### src/rtl/pfd_err.sv
module pfd_err #(
  parameter int W    = 16,
  parameter int FRAC = 14
) (
  input  logic                clk,
  input  logic                rst,
  input  logic                ref_in,
  input  logic                fb_in,
  output logic signed [W-1:0] err_out
);

  localparam logic signed [W-1:0] POS  = W'(1) << FRAC;
  localparam logic signed [W-1:0] NEG  = -POS;
  localparam logic signed [W-1:0] ZERO = '0;

  logic ref_q, ref_p, fb_q, fb_p;
  logic up, dn;
  logic ref_edge, fb_edge;
  logic up_nx, dn_nx, clr;

  assign ref_edge = ref_q & ~ref_p;
  assign fb_edge  = fb_q & ~fb_p;
  assign up_nx    = up | ref_edge;
  assign dn_nx    = dn | fb_edge;
  assign clr      = ~(~(up_nx & dn_nx));

  always_ff @(posedge clk) begin
    if (rst) begin
      ref_q <= 1'b0;
      ref_p <= 1'b0;
      fb_q  <= 1'b0;
      fb_p  <= 1'b0;
      up    <= 1'b0;
      dn    <= 1'b0;
    end else begin
      ref_q <= ref_in;
      ref_p <= ref_q;
      fb_q  <= fb_in;
      fb_p  <= fb_q;
      up    <= up_nx & ~clr;
      dn    <= dn_nx & ~clr;
    end
  end

  assign err_out = up ? POS : (dn ? NEG : ZERO);

  a_r1_reset_zero: assert property (@(posedge clk) rst |=> err_out == ZERO);
  a_r7_legal: assert property (@(posedge clk) disable iff (rst)
    (err_out == ZERO) || (err_out == POS) || (err_out == NEG));
  a_r2_no_edge_hold: assert property (@(posedge clk) disable iff (rst)
    (!ref_edge && !fb_edge) |=> $stable(err_out));
  a_r3_lead_up: assert property (@(posedge clk) disable iff (rst)
    (ref_edge && !fb_edge && !dn) |=> err_out == POS);
  a_r4_lead_dn: assert property (@(posedge clk) disable iff (rst)
    (fb_edge && !ref_edge && !up) |=> err_out == NEG);
  a_r5_clear: assert property (@(posedge clk) disable iff (rst)
    ((up && fb_edge) || (dn && ref_edge)) |=> err_out == ZERO);
  a_r6_coincident: assert property (@(posedge clk) disable iff (rst)
    (ref_edge && fb_edge) |=> err_out == ZERO);

endmodule

### config.mk
export PLATFORM = sky130hd
export DESIGN_NAME = pfd_err
export DESIGN_NICKNAME = d
export VERILOG_FILES = /design/src/rtl/pfd_err.sv
export SDC_FILE = /design/constraint.sdc
export NUM_CORES = 1
export LEC_CHECK = 0
export CAP_MARGIN = 20
export CORE_AREA = 8 8 45 47
export DETAILED_ROUTE_END_ITERATION = 12
export DIE_AREA = 0 0 53 55
export DONT_BUFFER_PORTS = 1
export PLACE_DENSITY = 0.49
export SYNTH_ARGS = -nofsm -noshare
export SYNTH_HDL_FRONTEND = slang
export SYNTH_SLANG_ARGS = --single-unit
### constraint.sdc
create_clock -name clk -period 0.9 [get_ports clk]
set_input_delay 0.045 -clock clk [delete_from_list [all_inputs] [get_ports clk]]
set_output_delay 0.045 -clock clk [all_outputs]
set_load 0.02 [all_outputs]
**After elaboration in Yosys (flattened, before gate mapping)**

Index checks and enable logic that the tools add are counted.

- Muxes and demuxes: 2
- Bitwise gates (word level): 10

Operators with widths:

| cell | count |
|---|---|
| 16-bit 2-to-1 mux | 2 |
| 1-bit bitwise AND | 5 |
| 1-bit NOT | 3 |
| 1-bit OR | 2 |

- Logic and storage cells: 18
- Input bits: 4
- Output and inout port bits: 16
- Register bits after elaboration: 6

**Longest topological paths before layout**

Gate-level depths: netlist (run 1).

- Word-level depth: 6
- Depth in mapped cells: 2
- Depth with buffers taken out: 2

**Worst setup path before layout (run 1)**

Ideal clock, no wire load.

- Kind: flip-flop to flip-flop
- From: reg fb_q
- To: reg up
- Library setup time: 0.100 ns
- Setup slack: 0.080 ns
- Cell stages (with the launch flop): 3
- Data required time: 0.800 ns
- Period minus slack after synthesis: 0.820 ns
- Buffers on the path: 0
- Data arrival time: 0.720 ns
- Cells stage by stage: dfxtp_1 nor2b_2 a2111oi_4

- Cells in the longest elaborated chain, start to end: 5

Ends and longest elaborated chain:

| what | RTL line | text |
|---|---|---|
| start, declared | 16 | `logic ref_q, ref_p, fb_q, fb_p;` |
| start signal, assigned | 38 | `fb_q <= fb_in;` |
| 1-bit bitwise AND | 22 | `assign fb_edge = fb_q & ~fb_p;` |
| 1-bit OR | 24 | `assign dn_nx = dn \| fb_edge;` |
| 1-bit bitwise AND | 25 | `assign clr = ~(~(up_nx & dn_nx));` |
| 1-bit NOT | 40 | `up <= up_nx & ~clr;` |
| 1-bit bitwise AND | 40 |  |
| end signal, assigned | 40 |  |
| end, declared | 17 | `logic up, dn;` |

Every way passes these cells.
A chain may end at the register's enable or synchronous reset.

**Worst setup path in the final report (run 1)**

- From: reg dn
- To: out err_out[14]

- Cells in the longest elaborated chain, start to end: 2

Ends and longest elaborated chain:

| what | RTL line | text |
|---|---|---|
| start, declared | 17 |  |
| start signal, assigned | 41 | `dn <= dn_nx & ~clr;` |
| 16-bit 2-to-1 mux (2 in a row) | 45 | `assign err_out = up ? POS : (dn ? NEG : ZERO);` |
| end, declared | 9 | `output logic signed [W-1:0] err_out` |

Every way passes these cells.

==> run metrics, run 1 <==
P&R area growth vs syn=15.4%; top post-synthesis cells by area=dfxtp_1 36%, buf_4 31%, nor2b_1 9.4%; synthesized area=334 µm²; GP Congestion=0.626; Final min period=897 ps; Placed Area=305 µm²; Final Cell Area=385 µm²; Gate Count Post-Synth=33; RSZ-0062 raised after global routing=yes; wire length on met1=223 µm; post-synthesis async set-or-reset flop share=0%; final net count=46; core area=1380 µm²; DRT Wirelength=498 µm; period utilization=99.7%; status=finished clean; MaxCap Viol Count=0; Data arrival, critical path=850 ps; clock-pin slew on the worst setup and hold paths=40 ps; drt pass-1 iters=1; DRC viols=0; mean post-synth cell area=10.1 µm²; Synth Flop Type=dfxtp_1; DP Cell Count=between 40 and 50; boundary pin count=20; share of the synthesized area in the top cell type=around 36%; IO Port Bufs=0; Crit path max-delay family=flip-flops; CP bufs+invs=0; Req. time, crit path=850 ps; crit end category=output port; routed len/inst=8.89 µm; worst vdd ir=0.890 mV; register bit total from synthesis=6; ANT cells=0; filler cell count=157; hold slack final=467 ps; post-route worst setup slack=2.78 ps; Leakage=0.177 nW; chip width=53 µm; Pwr Density=between 1500 and 2000 nW/µm²; Setup CP Type=flop to output port; Clock Root Buffer=clkbuf_4; YS warnings=0; Vias=between 150 and 200; Die ar.=2920 µm²; vias per cell=3.14; Die Span Y=55 µm; slowest CP cell=dfxtp_4; worst-case clock buffer depth=2; reg2reg path depth=2; routed wl met3=between 90 and 100 µm; Iter 0 DRT Violations=0; non-filler instance count after layout=56; Tot GR Track Use=between 3 and 4%; initial cell density of the core=24.1%; number of unique standard cell types used by synthesis=11; fin. max-slew vios=0; post-route antenna net violation count=0; count leader, synth=buf_4; Final Hold Vio Count=0; Clk Latency, worst-skew pair=240 ps; placement row count=14; Hold Crit Depth=1; critical path cell sequence=or2_4; CTS Sinks=6; GR Overflow Total=0; Commonest cells post-synth=14 x buf_4, 6 x dfxtp_1, 5 x nor2b_1; Max stage delay on crit path=340 ps; Worst Clk Skew=1.40 ps; number of CTS-inserted buffers=3; Hold WC Path Type=flop to flop; sequential area share after synthesis=a little over a third; vias in the first global route=around 180; number of synthesized flops with an enable pin=0; area leader, netlist=dfxtp_1; stages on the worst setup path=1; share of layout cells above drive strength 1=32.5%; first-pass GRT wire length=a little over 700 µm; Max Clk Rate=1110 MHz; Critical Path Start Type=flop; top layer in use=met3; largest net degree at the start of global routing=7; Post-Place Setup Slack=36.1 ps; CP Max Fanout=3; initial antenna violation count=0; CTS tree=done; htree depth=1; endpoints failing setup=0; DR WL met2=182 µm
[through the flow]
stage | TNS (ps) | power (W) | utilization [%]
after detailed placement | 0 | 0.000396 | 22.1
after CTS | -12.4 | 0.000670 | 27.5
after global routing | -58.3 | 0.000703 | 27.8
final | 0 | 0.000657 | 27.8
after global placement | 0 | 0.000395 | 22.1
after floorplan | 0 | 0.000433 | -
[final cells by class]
type / count / area, µm² / area share (%)
multi-input combinational: 25 / 164 / 42.5
sequential: 6 / 126 / 32.8
timing repair buffer: 5 / 48.8 / 12.7
clock buffer: 3 / 22.5 / 5.84
tap: 16 / 20.0 / 5.19
inverter: 1 / 3.75 / 0.974
[state kept, by name, summed over array words and instances (netlist names)]
register / cells
ref_q: 1
ref_p: 1
up: 1
fb_q: 1
fb_p: 1
dn: 1
[report_power, final]
group / internal [W] / leakage, nW / switching, W / total [W]
combinational: 0.0000444 / 0.113 / 0.0000849 / 0.000129
clock: 0.000150 / 0.0138 / 0.0000866 / 0.000237
sequential: 0.000281 / 0.0509 / 0.0000104 / 0.000291
[timing repair]
action,4_1_cts,5_1_grt
hold buffers,3,0
endpoints found under the setup margin,2,3
buffers inserted,1,0
pin swaps,1,0
hold endpoints to repair,6,0
resized for setup,5,2
[layout by cell type, fill, tap and decap left out, drive strengths merged]
cell | Yosys | layout
dfxtp | 6 | 6
nand2b | 1 | 1
dlygate4sd3 | 0 | 3
nor2b | 6 | 6
or2 | 1 | 1
o211a | 1 | 1
buf | 14 | 2
nor2 | 1 | 1
inv | 1 | 1
clkbuf | 0 | 3
a2111oi | 1 | 1
conb | 1 | 14
[layer usage]
metal  up-vias  GRT usage [%]
met3         0           4.01
li1         89              -
met5         -              0
met1        72           3.97
met2        15           4.30
met4         0           2.59
[worst paths after layout]
kind / end / slack, ps / start
setup / recovery: err_out[14] / 3 / dn
hold / removal: fb_p / 470 / fb_q
setup reg to reg: up / 30 / fb_q
hold reg to reg: fb_p / 470 / fb_q
[logic make-up after synthesis]
logic type	share of synthesized area, %
and+or+nand+nor	19.1
other	1.12
DFF	36.0
buffers and inverters	32.6
AOI/OAI and AO/OA	11.2
Power figures use the tool's default switching activity.
==> run 2, diff against run 1 <==
--- a/config.mk
+++ b/config.mk
@@ -11,5 +11,5 @@
 export DIE_AREA = 0 0 53 55
 export DONT_BUFFER_PORTS = 1
-export PLACE_DENSITY = 0.49
+export PLACE_DENSITY = 0.51
 export SYNTH_ARGS = -nofsm -noshare
 export SYNTH_HDL_FRONTEND = slang
==> constraint.sdc (replaced) <==
create_clock -name clk -period 0.8 [get_ports clk]
set_input_delay 0 -clock clk [delete_from_list [all_inputs] [get_ports clk]]
set_output_delay 0 -clock clk [all_outputs]
set_load 0.02 [all_outputs]
==> run 2 against run 1 <==
Compared with the run above: the flow now finishes with violations (negative setup slack); worst setup slack worse by 53 ps; clock skew is 4.6 ps higher; combinational power is 11% higher; register-to-register slack worse by 50 ps; sequential power is 12% higher; via count is 4.5% higher; first-iteration DRC count is 2 higher; die area stayed put; worst hold slack worse by 250 ps; critical path type unchanged.
==> run metrics, run 2 (synthesized netlist as in run 1, its figures left out) <==
routed len/inst=8.77 µm; Final Hold Vio Count=0; Setup CP Type=flop to output port; post-route worst setup slack=-50.1 ps; core area=1380 µm²; status=finished with violations; Clk Latency, worst-skew pair=240 ps; final net count=46; vias per cell=3.29; chip width=53 µm; Post-Place Setup Slack=-34.9 ps; P&R area growth vs syn=14.2%; Critical Path Start Type=flop; slowest CP cell=dfxtp_4; period utilization=106%; initial cell density of the core=24.1%; Final Cell Area=roughly 380 µm²; GR Overflow Total=0; critical path cell sequence=or2_4; crit end category=output port; Clock Root Buffer=clkbuf_4; Data arrival, critical path=850 ps; Hold WC Path Type=input pin to flop; failing checks=negative setup slack; Die Span Y=around 55 µm; endpoints failing setup=3; Pwr Density=1930 nW/µm²; Placed Area=310 µm²; Vias=184; vias in the first global route=approximately 150; fin. max-slew vios=0; Final min period=around 850 ps; drt pass-1 iters=2; filler cell count=around 160; Max Clk Rate=1180 MHz; boundary pin count=20; RSZ-0062 raised after global routing=yes; CP Max Fanout=3; DP Wirelength=386 µm; Leakage=0.187 nW; largest net degree at the start of global routing=7; CTS Sinks=6; Max stage delay on crit path=340 ps; worst-case clock buffer depth=2; CP bufs+invs=0; Crit path max-delay family=flip-flops; sequential cell area=126 µm²; Tot GR Track Use=3.28%; Req. time, crit path=~800 ps; clock-pin slew on the worst setup and hold paths=around 50 ps; placement row count=14; commonest non-fill, non-tap cell in the layout=conb_1; post-route antenna net violation count=0; ANT cells=0; MaxCap Viol Count=0; share of layout cells above drive strength 1=32.5%; initial antenna violation count=0; commonest cells after routing, fill and taps aside=14 x conb_1, 5 x nor2b_1, 3 x clkbuf_4, 3 x dfxtp_1; first-pass GRT wire length=~630 µm; Iter 0 DRT Violations=2; DRC viols=0; DRT Wirelength=491 µm; multi-input logic area=161 µm²; IO Port Bufs=0; GP Congestion=0.592; htree depth=1; Worst Clk Skew=5.97 ps; CTS tree=done; Die ar.=2920 µm²; number of CTS-inserted buffers=3; worst vdd ir=1.04 mV
run 2: changes by cell type in the layout (fill, tap and decap cells not counted):
cell,change
dlygate4sd3_1,-1
dlymetal6s4s_1,+1
nor2b_1,+1
inv_1,-1
nor2b_2,-1
buf_4,+1
buf_6,-1
inv_2,+1
run 2: worst paths after layout:
kind                            start     endpoint  slack [ps]  cells past startpoint
worst max-delay path               dn  err_out[14]         -50                      1
worst min-delay path              rst           up         220                      2
worst max register to register     dn           up         -20                      2
worst min register to register   fb_q         fb_p         450                      1
run 2: metrics by stage:
step / hold slack [ps] / power (W) / setup TNS (ps) / utilization (%) / instances
6_report: 218 / 0.000736 / -109 / 27.6 / 56
5_1_grt: 237 / 0.000794 / -228 / 27.6 / 56
4_1_cts: 412 / 0.000751 / -156 / 27.4 / 56
3_5_place_dp: 66.3 / 0.000449 / -34.9 / 22.4 / 49
3_3_place_gp: 65.9 / 0.000447 / -20.4 / 22.4 / 49
2_1_floorplan: 64.3 / 0.000491 / 0 / - / 46
run 2: report_power, final:
group          leakage, nW  switching, W  internal (W)
clock network       0.0138     0.0000973      0.000169
registers           0.0509     0.0000110      0.000316
logic                0.122     0.0000949     0.0000482
run 2: timing repair:
action	4_1_cts	5_1_grt
pin swaps	2	0
setup endpoints to repair	3	4
buffers inserted	1	0
gates resized for setup	5	1
hold buffers	3	0
endpoints found under the hold margin	6	0
run 2: area by class of cell:
| class | count | area share, % |
|---|---|---|
| well taps | 16 | 5.25 |
| multi-input cells | 25 | 42.3 |
| inverters | 1 | 0.984 |
| repair buffers | 5 | 12.5 |
| clock buffers | 3 | 5.90 |
| flip-flops and latches | 6 | 33.1 |
run 2: routing by layer:
| metal | vias to the layer above | GRT usage, % | share of wire (%) |
|---|---|---|---|
| li1 | 89 | - | - |
| met1 | 83 | 3.04 | 35 |
| met2 | 12 | 3.71 | 42 |
| met3 | 0 | 4.01 | 22 |
| met4 | 0 | 2.59 | 0 |
| met5 | - | 0 | 0 |
==> run 3, diff against run 2 <==
- CORE_AREA: 8 8 45 47 -> 3 3 40 42
- DIE_AREA: 0 0 53 55 -> 0 0 43 45
==> run 3 against run 2 <==
Compared with the run above: the run still ends with negative setup slack left; clock-buffer cell count unchanged; flip-flop and latch count stayed put; worst hold slack got worse by 38 ps; largest cell class unchanged; design area grew 2.6%; global-route usage grew 1.6 points; via count fell by 0.54%; highest routed layer unchanged.
==> run metrics, run 3 (synthesized netlist as in run 1, its figures left out) <==
Net Sw Power=between 0.0002 and 0.00025 W; core area=around 1300 µm²; DP Wirelength=between 200 and 300 µm; endpoints failing setup=3; Tot GR Track Use=just under 5%; final core occ=30.5%; vias per cell=3.27; reg2reg path depth=2; Die Span Y=between 40 and 50 µm; crit end category=output port; DRC viols=0; ANT cells=0; Data arrival, critical path=910 ps; Max Clk Rate=1090 MHz; Clock Root Buffer=clkbuf_4; Max stage delay on crit path=320 ps; fin. max-slew vios=0; post-route antenna net violation count=0; period utilization=114%; Final Hold Vio Count=0; CP Max Fanout=2; cell internal pwr=about 0.00054 W; Setup CP Type=flop to output port; Worst Clk Skew=3.85 ps; number of CTS-inserted buffers=3; vias in the first global route=167; GP Congestion=0.610; critical path cell sequence=buf_6 -> or2_4; Leakage=0.193 nW; drt pass-1 iters=2; Hold WC Path Type=input pin to flop; largest net degree at the start of global routing=7; commonest non-fill, non-tap cell in the layout=conb_1; Clk Latency, worst-skew pair=around 240 ps; CTS tree=done; routed len/inst=7.32 µm; Final min period=915 ps; Req. time, crit path=800 ps; Die ar.=1940 µm²; status=finished with violations; RSZ-0062 raised after global routing=yes; worst-case clock buffer depth=2; placement row count=13; Reg power frac=43.9%; initial cell density of the core=26.0%; initial antenna violation count=0; Critical Path Start Type=flop; Post-Place Setup Slack=-9.62 ps; switching share of power=28.0%; first-pass GRT wire length=648 µm; Pwr Density=1920 nW/µm²; share of layout cells above drive strength 1=36.6%; DRT Wirelength=410 µm; Clock Power Share=36.4%; clock-pin slew on the worst setup and hold paths=50 ps; worst vdd ir=0.750 mV; commonest cells after routing, fill and taps aside=14 x conb_1, 4 x nor2b_1, 3 x clkbuf_4, 3 x dfxtp_2, 3 x dfxtp_1; slowest CP cell=dfxtp_2; Logic pwr share=19.7%; failing checks=negative setup slack; P&R area growth vs syn=17.2%; boundary pin count=20; final net count=47; IO Port Bufs=0; MaxCap Viol Count=0; chip width=43 µm; htree depth=1; post-route worst setup slack=-115 ps; GR Overflow Total=0; CTS Sinks=6; Vias=183; Hold Crit Depth=2; Iter 0 DRT Violations=1
[run 3: cell types whose count changed in the layout (fill, tap and decap cells not counted), sizes merged]
| cell | change |
|---|---|
| buf | +1 |
[run 3: worst paths after layout]
kind | startpoint | slack, ps | end
setup / recovery | up | -110 | err_out[14]
setup reg to reg | ref_p | -50 | up
hold reg to reg | dn | 460 | up
hold / removal | rst | 180 | up
[run 3: power groups by stage]
stage	clock network, W	registers, W	logic [W]
after CTS	0.000292	0.000329	0.000145
after global routing	0.000301	0.000332	0.000160
after detailed placement	0	0.000333	0.000119
final	0.000273	0.000330	0.000148
after floorplan	0	0.000332	0.000159
after global placement	0	0.000333	0.000117
[run 3: stage by stage]
stage	hold slack, ps	instance area (µm²)	std cells	total power [W]	TNS [ps]
after floorplan	64.3	388	46	0.000491	0
after global placement	66.3	317	49	0.000451	-12.4
after detailed placement	66.7	317	49	0.000452	-9.62
after CTS	408	385	56	0.000765	-309
after global routing	217	392	56	0.000793	-395
final	180	392	56	0.000751	-252
[run 3: cell type report]
class	instances	area (µm²)
multi-input combinational	25	164
sequential	6	124
tap	15	18.8
clock buffer	3	22.5
inverter	1	3.75
timing repair buffer	6	58.8
fill	142	893
[run 3: timing repair]
| action | in CTS | in global routing |
|---|---|---|
| setup endpoints to repair | 3 | 4 |
| endpoints found under the hold margin | 6 | 0 |
| gates resized for setup | 4 | 3 |
| hold buffers | 3 | 0 |
| pin swaps | 1 | 1 |
| buffers inserted | 1 | 0 |
[run 3: critical path, delay by kind of cell (launching register included)]
family | cells | cell delay [ps]
buf+inv | 1 | 110
flops | 1 | 320
simple gates | 1 | 250
[run 3: metal layers]
| layer | track usage, % | share of wire (%) | vias up |
|---|---|---|---|
| met5 | 0 | 0 | - |
| li1 | - | - | 90 |
| met3 | 1.20 | 14 | 0 |
| met1 | 5.60 | 43 | 80 |
| met4 | 7.23 | 0 | 0 |
| met2 | 5.99 | 43 | 13 |
